<file path="config.mk">
export PLATFORM = sky130hd
export DESIGN_NAME = host_reg_port
export DESIGN_NICKNAME = d
export VERILOG_FILES = /design/src/rtl/hrp_pkg.sv /design/src/rtl/hrp_sync.sv /design/src/rtl/hrp_ctrl.sv /design/src/rtl/hrp_regbank.sv /design/src/rtl/host_reg_port.sv
export SDC_FILE = /design/constraint.sdc
export NUM_CORES = 1
export LEC_CHECK = 0
export BUFFER_PORTS_ARGS = -buffer_cell sky130_fd_sc_hd__buf_4
export CAP_MARGIN = 20
export CORE_MARGIN = 3
export CORE_UTILIZATION = 55
export DETAILED_ROUTE_END_ITERATION = 16
export HOLD_SLACK_MARGIN = 0.03
export PLACE_DENSITY = 0.78
export SLEW_MARGIN = 5
export SYNTH_ARGS = -nofsm -noshare
export SYNTH_HDL_FRONTEND = slang
export SYNTH_SLANG_ARGS = --single-unit
</file>
<file path="constraint.sdc">
create_clock -name clk -period 3.3 [get_ports clk]
set_input_delay 0.33 -clock clk [delete_from_list [all_inputs] [get_ports clk]]
set_output_delay 0.33 -clock clk [all_outputs]
set_load 0.005 [all_outputs]
</file>
<file path="src/rtl/hrp_pkg.sv">
package hrp_pkg;

  localparam int HRP_AW = 8;
  localparam int HRP_DW = 16;

  typedef enum logic [1:0] {
    ST_IDLE = 2'd0,
    ST_WAIT = 2'd1,
    ST_ACK  = 2'd2,
    ST_HOLD = 2'd3
  } hrp_state_e;

  // A request is present: clocked bus needs only the select, the handshake needs both.
  function automatic logic req_present(input logic sync_md, input logic cs_lo, input logic ds_lo);
    return sync_md ? cs_lo : (cs_lo && ds_lo);
  endfunction

  // Address maps onto a register of the bank.
  function automatic logic addr_in_bank(input logic [31:0] a, input int unsigned n_regs);
    return a < n_regs;
  endfunction

  // Address is the one register whose access waits on buffer memory.
  function automatic logic addr_is_mdr(input logic [31:0] a, input logic [31:0] mdr);
    return a == mdr;
  endfunction

endpackage

</file>
<file path="src/rtl/hrp_sync.sv">
module hrp_sync #(
  parameter int W      = 3,
  parameter int STAGES = 2,
  parameter logic [W-1:0] RST_VAL = '1
) (
  input  logic         clk,
  input  logic         rst_n,
  input  logic [W-1:0] d,
  output logic [W-1:0] q
);

  logic [W-1:0] stg [STAGES];

  generate
    for (genvar s = 0; s < STAGES; s++) begin : g_stage
      if (s == 0) begin : g_first
        always_ff @(posedge clk or negedge rst_n) begin
          if (!rst_n) stg[0] <= RST_VAL;
          else        stg[0] <= d;
        end
      end else begin : g_next
        always_ff @(posedge clk or negedge rst_n) begin
          if (!rst_n) stg[s] <= RST_VAL;
          else        stg[s] <= stg[s-1];
        end
      end
    end
  endgenerate

  assign q = stg[STAGES-1];

endmodule

</file>
<file path="src/rtl/hrp_ctrl.sv">
module hrp_ctrl
  import hrp_pkg::*;
#(
  parameter int AW = HRP_AW,
  parameter int DW = HRP_DW,
  parameter logic [AW-1:0] MDR_ADDR = 8'h0F
) (
  input  logic          clk,
  input  logic          rst_n,
  input  logic          sync_mode,
  input  logic          req,
  input  logic          rw_in,
  input  logic [AW-1:0] addr_in,
  input  logic [DW-1:0] wdata_in,
  input  logic          xfer_pending,
  output logic          fire,
  output logic          fire_rw,
  output logic [AW-1:0] fire_addr,
  output logic [DW-1:0] fire_wdata,
  output logic          rdy_n,
  output logic          rd_oe
);

  hrp_state_e    state, state_nx;
  logic          lat_rw;
  logic [AW-1:0] lat_addr;
  logic [DW-1:0] lat_wdata;
  logic          mdr_hit;
  logic          stall_enter;
  logic          take_req;

  // Inputs are taken live when idle, from the latch once a request is in flight.
  always_comb begin
    if (state == ST_IDLE) begin
      fire_addr  = addr_in;
      fire_rw    = rw_in;
      fire_wdata = wdata_in;
    end else begin
      fire_addr  = lat_addr;
      fire_rw    = lat_rw;
      fire_wdata = lat_wdata;
    end
  end

  assign mdr_hit     = addr_is_mdr(32'(fire_addr), 32'(MDR_ADDR));
  assign take_req    = (state == ST_IDLE) && req;
  assign stall_enter = take_req && mdr_hit && xfer_pending;
  assign fire        = (take_req && !stall_enter) ||
                       ((state == ST_WAIT) && req && !xfer_pending);

  always_comb begin
    state_nx = state;
    unique case (state)
      ST_IDLE: begin
        if (stall_enter) state_nx = ST_WAIT;
        else if (fire)   state_nx = sync_mode ? ST_ACK : ST_HOLD;
      end
      ST_WAIT: begin
        if (!req)      state_nx = ST_IDLE;
        else if (fire) state_nx = sync_mode ? ST_ACK : ST_HOLD;
      end
      ST_ACK:  state_nx = ST_IDLE;
      ST_HOLD: if (!req) state_nx = ST_IDLE;
      default: state_nx = ST_IDLE;
    endcase
  end

  always_ff @(posedge clk or negedge rst_n) begin
    if (!rst_n) begin
      state     <= ST_IDLE;
      lat_rw    <= 1'b1;
      lat_addr  <= '0;
      lat_wdata <= '0;
    end else begin
      state <= state_nx;
      if (take_req) begin
        lat_rw    <= rw_in;
        lat_addr  <= addr_in;
        lat_wdata <= wdata_in;
      end
    end
  end

  assign rdy_n = !((state == ST_ACK) || (state == ST_HOLD));
  assign rd_oe = !rdy_n && lat_rw;

  // Clocked-bus acknowledge lasts exactly one cycle.
  assert_sync_one_cycle_R2: assert property (@(posedge clk) disable iff (!rst_n)
    (sync_mode && !rdy_n) |=> rdy_n);

  // Handshake acknowledge holds while the synchronized request stays present.
  assert_async_hold_R3: assert property (@(posedge clk) disable iff (!rst_n)
    (!sync_mode && !rdy_n && req) |=> !rdy_n);

  // A stalled access keeps ready released while the transfer is pending.
  assert_mdr_stall_R6: assert property (@(posedge clk) disable iff (!rst_n)
    ((state == ST_WAIT) && xfer_pending) |=> rdy_n);

endmodule

</file>
<file path="src/rtl/hrp_regbank.sv">
module hrp_regbank
  import hrp_pkg::*;
#(
  parameter int AW       = HRP_AW,
  parameter int DW       = HRP_DW,
  parameter int NUM_REGS = 16
) (
  input  logic          clk,
  input  logic          rst_n,
  input  logic          fire,
  input  logic          fire_rw,
  input  logic [AW-1:0] fire_addr,
  input  logic [DW-1:0] fire_wdata,
  output logic [DW-1:0] rdata
);

  localparam int IDX_W = (NUM_REGS > 1) ? $clog2(NUM_REGS) : 1;

  logic [NUM_REGS-1:0][DW-1:0] mem;
  logic                        hit;
  logic [IDX_W-1:0]            idx;
  logic                        wr_en;
  logic                        rd_en;
  logic [DW-1:0]               rdata_q;

  assign hit   = addr_in_bank(32'(fire_addr), NUM_REGS);
  assign idx   = fire_addr[IDX_W-1:0];
  assign wr_en = fire && !fire_rw;
  assign rd_en = fire && fire_rw;

  generate
    for (genvar g = 0; g < NUM_REGS; g++) begin : g_reg
      always_ff @(posedge clk or negedge rst_n) begin
        if (!rst_n)
          mem[g] <= '0;
        else if (wr_en && hit && (idx == IDX_W'(g)))
          mem[g] <= fire_wdata;
      end
    end
  endgenerate

  always_ff @(posedge clk or negedge rst_n) begin
    if (!rst_n)     rdata_q <= '0;
    else if (rd_en) rdata_q <= hit ? mem[idx] : '0;
  end

  assign rdata = rdata_q;

  // A store lands the host word in the selected register.
  assert_write_lands_R4: assert property (@(posedge clk) disable iff (!rst_n)
    (wr_en && hit) |=> (mem[$past(idx)] == $past(fire_wdata)));

  // Never two stores in consecutive cycles: one store per strobe.
  assert_write_once_R5: assert property (@(posedge clk) disable iff (!rst_n)
    wr_en |=> !wr_en);

  // Unmapped stores leave the whole bank untouched.
  assert_unmapped_R7: assert property (@(posedge clk) disable iff (!rst_n)
    (wr_en && !hit) |=> $stable(mem));

endmodule

</file>
<file path="src/rtl/host_reg_port.sv">
module host_reg_port
  import hrp_pkg::*;
#(
  parameter int AW          = HRP_AW,
  parameter int DW          = HRP_DW,
  parameter int NUM_REGS    = 16,
  parameter int SYNC_STAGES = 2,
  parameter logic [AW-1:0] MDR_ADDR = 8'h0F
) (
  input  logic          clk,
  input  logic          rst_n,
  input  logic          sync_mode,
  input  logic          cs_n,
  input  logic          ds_n,
  input  logic          rw,
  input  logic [AW-1:0] addr,
  input  logic [DW-1:0] data_in,
  output logic [DW-1:0] data_out,
  output logic          data_oe,
  output logic          rdy_n,
  input  logic          xfer_pending
);

  logic [2:0]    ctl_raw, ctl_s;
  logic          cs_n_s, ds_n_s, rw_s;
  logic          req, rw_eff;
  logic          fire, fire_rw;
  logic [AW-1:0] fire_addr;
  logic [DW-1:0] fire_wdata;
  logic          rd_oe;

  assign ctl_raw = {cs_n, ds_n, rw};

  hrp_sync #(.W(3), .STAGES(SYNC_STAGES), .RST_VAL(3'b111)) u_sync (
    .clk   (clk),
    .rst_n (rst_n),
    .d     (ctl_raw),
    .q     (ctl_s)
  );

  assign {cs_n_s, ds_n_s, rw_s} = ctl_s;

  assign req    = sync_mode ? req_present(1'b1, !cs_n, 1'b1)
                            : req_present(1'b0, !cs_n_s, !ds_n_s);
  assign rw_eff = sync_mode ? rw : rw_s;

  hrp_ctrl #(.AW(AW), .DW(DW), .MDR_ADDR(MDR_ADDR)) u_ctrl (
    .clk          (clk),
    .rst_n        (rst_n),
    .sync_mode    (sync_mode),
    .req          (req),
    .rw_in        (rw_eff),
    .addr_in      (addr),
    .wdata_in     (data_in),
    .xfer_pending (xfer_pending),
    .fire         (fire),
    .fire_rw      (fire_rw),
    .fire_addr    (fire_addr),
    .fire_wdata   (fire_wdata),
    .rdy_n        (rdy_n),
    .rd_oe        (rd_oe)
  );

  hrp_regbank #(.AW(AW), .DW(DW), .NUM_REGS(NUM_REGS)) u_bank (
    .clk        (clk),
    .rst_n      (rst_n),
    .fire       (fire),
    .fire_rw    (fire_rw),
    .fire_addr  (fire_addr),
    .fire_wdata (fire_wdata),
    .rdata      (data_out)
  );

  assign data_oe = rd_oe;

  // Output enable only ever accompanies an active acknowledge.
  assert_oe_with_ready_R8: assert property (@(posedge clk) disable iff (!rst_n)
    data_oe |-> !rdy_n);

  // Output enable rises only after an access that was a read.
  assert_oe_only_read_R8: assert property (@(posedge clk) disable iff (!rst_n)
    $rose(data_oe) |-> $past(fire && fire_rw));

endmodule

</file>
# --- Word-level counts from Yosys, hierarchy flattened ---
# Index checks and enable logic that the tools add are counted.
word_totals:
  register_bits: 305
  in_bits: 31
  wordCells: 97
  out_inout_bits: 18
op_classes:
  n_eq_ne: 20
  muxes: 14
  reduce_logical: 38
  order_cmp: 2
ops:
  columns: ["cell", "count"]
  rows:
  - ["binary-select mux 16 bit (select 4 bit)", 1]
  - ["two-way mux 16 bit", 3]
  - ["== test 4 bit, second input constant", 8]
  - ["logical AND 1 bit", 27]
  - ["== test 4 x 3 -> 1 bit, second input constant", 4]
  - ["== test 4 x 2 -> 1 bit, second input constant", 2]
  - ["== test 8 x 4 -> 1 bit, second input constant", 1]
  - ["less-than comparator 8 x 5 -> 1 bit, second input constant", 1]
  - ["two-way mux 2 bit", 4]
  - ["two-way mux 8 bit", 1]
  - ["case mux 2 bit (4 select lines)", 1]
  - ["zero test 1 bit", 7]
  - ["less-than comparator 4 x 5 -> 1 bit, second input constant", 1]
  - ["== test 2 bit, second input constant", 2]
  - ["== test 4 x 1 -> 1 bit, second input constant", 1]
  - ["zero test 4 bit", 1]
  - ["two-way mux 1 bit", 4]
  - ["== test 2 x 1 -> 1 bit, second input constant", 1]
  - ["zero test 2 bit", 1]
  - ["logical OR 1 bit", 2]
  - ["!= test 2 bit, second input constant", 1]

# --- Logic depth before layout (Yosys ltp) ---
depth:
  depth_word: 12
  ltp_mapped: 9
  ltp_nobuf: 6

# --- Cells and area by module ---
# From an unflattened synthesis, not the netlist that was laid out.
unflattened:
  hier_cells: 872
  area_unflattened_um2: 13945.9
by_module_without_submodules:
  columns: ["module", "instances", "cells_per_inst", "seq_area_each_um2", "area_per_inst_um2"]
  rows:
  - ["hrp_regbank", 1, 761, 6806.5, 12329.3]
  - ["hrp_ctrl", 1, 99, 676.9, 1407.6]
  - ["hrp_sync", 1, 9, 157.7, 180.2]
  - ["host_reg_port", 1, 3, 0.0, 28.8]

# --- Least setup slack after synthesis ---
# Ideal clock, no wire load.
synth_path:
  path_type: "register to register"
  start: "register u_ctrl.state[1]"
  end: "register u_bank.mem[213] in the netlist's numbering"
  slack_ns: 1.016
  setup_time_ns: 0.145
  n_path_buf: 4
  period_less_slack_ns: 2.284
  required_ns: 3.155
  t_arrival_ns: 2.139
  stages_incl_launch_ff: 8
  cell_sequence: "dfrtp_1 buf_4 nor2_8 buf_2 buf_2 mux2i_1 clkbuf_1 a21oi_1"
synth_via:
  elab_chain_len: 11
  elab_cells_between_ends: 20
  cone_classes: "order compare (1); eq/ne (3); mux (3); reduce/logical (13)"
synth_lines:
  columns: ["item", "line", "rtl"]
  rows:
  - ["start: declaration", "hrp_ctrl.sv:24", "hrp_state_e state, state_nx;"]
  - ["start signal: assignment", "hrp_ctrl.sv:75", "state <= state_nx;"]
  - ["zero test 2 bit", "hrp_ctrl.sv:34, hrp_ctrl.sv:46", null]
  - ["two-way mux 8 bit", "hrp_ctrl.sv:34", "if (state == ST_IDLE) begin"]
  - ["== test 8 x 4 -> 1 bit", "hrp_pkg.sv:25", "return a == mdr;"]
  - ["logical AND 1 bit (2 in a row)", "hrp_ctrl.sv:47", "assign stall_enter = take_req && mdr_hit && xfer_pending;"]
  - ["zero test 1 bit", "hrp_ctrl.sv:48", "assign fire = (take_req && !stall_enter) ||"]
  - ["logical AND 1 bit", "hrp_ctrl.sv:48", null]
  - ["logical OR 1 bit", "hrp_ctrl.sv:48", null]
  - ["logical AND 1 bit", "hrp_regbank.sv:28", "assign wr_en = fire && !fire_rw;"]
  - ["logical AND 1 bit (2 in a row)", "hrp_regbank.sv:36", "else if (wr_en && hit && (idx == IDX_W'(g)))"]
  - ["end signal: indexed assignment", "hrp_regbank.sv:37", "mem[g] <= fire_wdata;"]
  - ["end: declaration", "hrp_regbank.sv:19", "logic [NUM_REGS-1:0][DW-1:0] mem;"]
# Parallel ways exist; a longest one is shown, timed or not.
# A chain may end at the register's enable or synchronous reset.

# --- Worst setup path after layout ---
layout_path:
  start: "register u_ctrl.state[0]"
  end: "register u_bank.mem[129] in the netlist's numbering"
# Same word-level chain as after synthesis.

==> metrics.cfg <==
[status]
status = completed

[placement]
dp_hpwl_mm = 24.4
finalWeightedCongestion = 0.909
place_ws_ns = 0.421
portBuffers = 48

[clock_tree]
clk_latency_ns = 0.57
clkSlewWorstSetupHoldPaths_ns = 0.06
cts_root_buf = clkbuf_16
cts_setup_buffers = 0
cts_buffers = 31
h-tree-depth = 1
cts_tree = built
cts_max_path_buffers = 3
clock_sinks = 305

[yosys]
dominantRegCellSynth = dfrtp_1
yosys.area.top_type_share_pct = 55.6
synth_area_sq_um = 13400
yosys-top-cells-area = dfrtp_1 (56%), a21oi_1 (5.9%), o22ai_1 (5.6%)
synth_enable_flop_cells = 0
seq_area_frac_synth_pct = 57.0
synthTopCellsByCount = dfrtp_1 (298), nor2_1 (193), a21oi_1 (159)
ys_async_sr_fraction_pct = 100
synth_cell_type_count = 52
yosys_warnings = 0
ys_seq_elements = 305
synthCells = 1296
syn_nets = 1327
synth_largest_area_cell = dfrtp_1
yosysMostFrequentCell = dfrtp_1
syn_avg_cell_area_sq_um = 10.3

[timing]
tightest_slew_ns = 1.07
slew_violations = 0
period_needed_ns = 2.93
rsz0062_at_grt = no
setup_ws_ns = 0.366
min_period_over_period_pct = 88.9
fin_setup_tns_ns = 0
finalHoldViolations = 0
clock_skew_ns = 0.0132
slew_headroom_pct = 28.3
setup_viol = 0
fmaxAchievable_mhz = 341

[drt]
first_pass_iters = 6
top_layer_used = met4
drc = 0
wl_met1_mm = 14.9
totalWireLength_mm = 38.9
viasPerCell = 6.39
drt.antenna.violating_nets = 0
wl_met3_mm = 3.45
met2WireLength_mm = 18.5
drt_iter0_drc = 1294
vias = 11068
avgRoutedWirePerCell_um = 22.5

[grt]
antenna_found_initial = 1
track_usage_pct = 30.0
grt_pass1_vias = 11203
grt_pass1_wl_mm = 61.9
grt-ovfl-total = 0
grt_max_degree = 101

[cells_and_area]
synthToLayoutAreaGrowth_pct = 17.3
num-nets-final = 1417
drive_gt1_share_pct = 20.2
fillers = 1820

[setup_path]
end_kind = flop
required_ns = 3.70
start_kind = flop
worst-path-max-fanout = 15
arrival_ns = 3.33
crit_type = reg2reg

[flow_run]
max-cap-violations = 0

[power]
p_leak_nw = 7.08
ir_drop_v = 0.000548
power_density_nw_per_um2 = 696
finalPower_mw = 11.0

[floorplan]
start_util_pct = 56.6
rows = 56
fp.dieArea_sq_um = 26300
fp.coreArea_sq_um = 23700
die_w_um = 162
fp.dieH_um = 162
io_pins = 49

[min_path]
min_path_type = in2reg

-- cell families after synthesis --
family | count (synthesis) | share of synthesized area (%)
compound gates | 502 | 23.7
simple gates | 339 | 11.5
flops | 305 | 57.0
buf+inv | 108 | 4.44
mux | 42 | 3.35
-- final timing paths --
check                                                 endpoint                   startpoint  cells after the start  slack [ns]
worst min register to register           u_sync.q[1]$_DFF_PN1_      u_sync.stg[4]$_DFF_PN1_                      0        0.36
max in group asynchronous           u_bank.mem[62]$_DFFE_PN0P_                        rst_n                      3        2.03
worst min-delay path            u_ctrl.lat_addr[3]$_DFFE_PN0P_                      addr[3]                      3        0.09
worst max register to register     u_bank.mem[129]$_DFFE_PN0P_  u_ctrl.state[0]$_DFFE_PN0P_                      6        0.37
min in group asynchronous            u_bank.mem[7]$_DFFE_PN0P_                        rst_n                      2        0.40
worst max-delay path               u_bank.mem[129]$_DFFE_PN0P_  u_ctrl.state[0]$_DFFE_PN0P_                      6        0.37
-- state kept, by name, summed over array words and instances, names as in the netlist --
signal	cells
u_ctrl.lat_rw	1
u_ctrl.lat_wdata	16
u_sync.q	3
u_sync.stg	3
u_bank.mem	256
u_bank.rdata	16
u_ctrl.lat_addr	8
u_ctrl.state	2
-- worst max-delay path, stage by stage (launching register included) --
cell and delay [ns]:
dfrtp_1 0.42, or2_1 0.43, o21ai_1 0.19, a41o_4 0.29
a21o_1 0.38, nor3_4 0.84, a21oi_1 0.19
-- cell usage in the layout (no fill, tap or decap), types with 4 or more instances in the layout --
cell type	netlist	routed
dfrtp_1	298	298
nor2_1	193	193
a21oi_1	159	159
o21ai_0	133	131
buf_4	9	121
o22ai_1	120	120
nand2_1	87	87
a21oi_2	33	33
clkbuf_16	0	31
dlygate4sd3_1	0	28
mux2_2	23	23
nand4_1	20	20
mux2i_1	19	19
o21ai_1	17	19
a2111oi_4	12	12
nand2b_1	11	11
nor3_4	9	9
buf_12	1	9
dfstp_2	7	7
inv_1	6	6
clkinv_2	0	6
bufinv_16	0	5
clkinvlp_4	0	5
o21a_1	5	4
a22oi_1	4	4
a31oi_1	4	4
-- cell type report --
| cell class | instances | area [sq um] | share of cell area (%) |
|---|---|---|---|
| timing repair buffer | 159 | 1380 | 8.79 |
| sequential | 305 | 7640 | 48.6 |
| tap | 319 | 399 | 2.54 |
| antenna | 1 | 2.50 | 0.0159 |
| clock inverter | 21 | 269 | 1.71 |
| multi-input combinational | 883 | 5190 | 33.0 |
| inverter | 6 | 22.5 | 0.143 |
| clock buffer | 37 | 828 | 5.26 |
-- metal layers --
layer  vias to the layer above  global-route usage [%]
met3                       118                    5.08
met5                         -                       0
li1                       4810                       -
met1                      5475                    40.3
met4                         0                    13.6
met2                       665                    48.2
-- what timing repair did --
item / CTS / global route
hold buffers: 27 / 1
resized for setup: 0 / 0
endpoints found under the hold margin: 113 / 1
-- where the power goes --
part / leakage [nW] / internal (mW) / switching [mW]
clock: 0.526 / 2.20 / 1.54
sequential: 4.14 / 4.26 / 0.334
combinational: 2.42 / 0.982 / 1.64
total: 7.08 / 7.44 / 3.51
-- metrics by stage --
| step | cell area [sq um] | util, % | cells | hold WS (ns) |
|---|---|---|---|---|
| CTS | 15700 | 66.4 | 1729 | 0.0346 |
| floorplan | 13400 | - | 1296 | 0.0344 |
| global placement | 14400 | 60.6 | 1644 | 0.346 |
| finish | 15700 | 66.4 | 1731 | 0.0909 |
| global route | 15700 | 66.4 | 1731 | 0.116 |
| detailed placement | 14400 | 60.6 | 1644 | 0.348 |
Note: power is estimated with default switching activity, not from simulation.
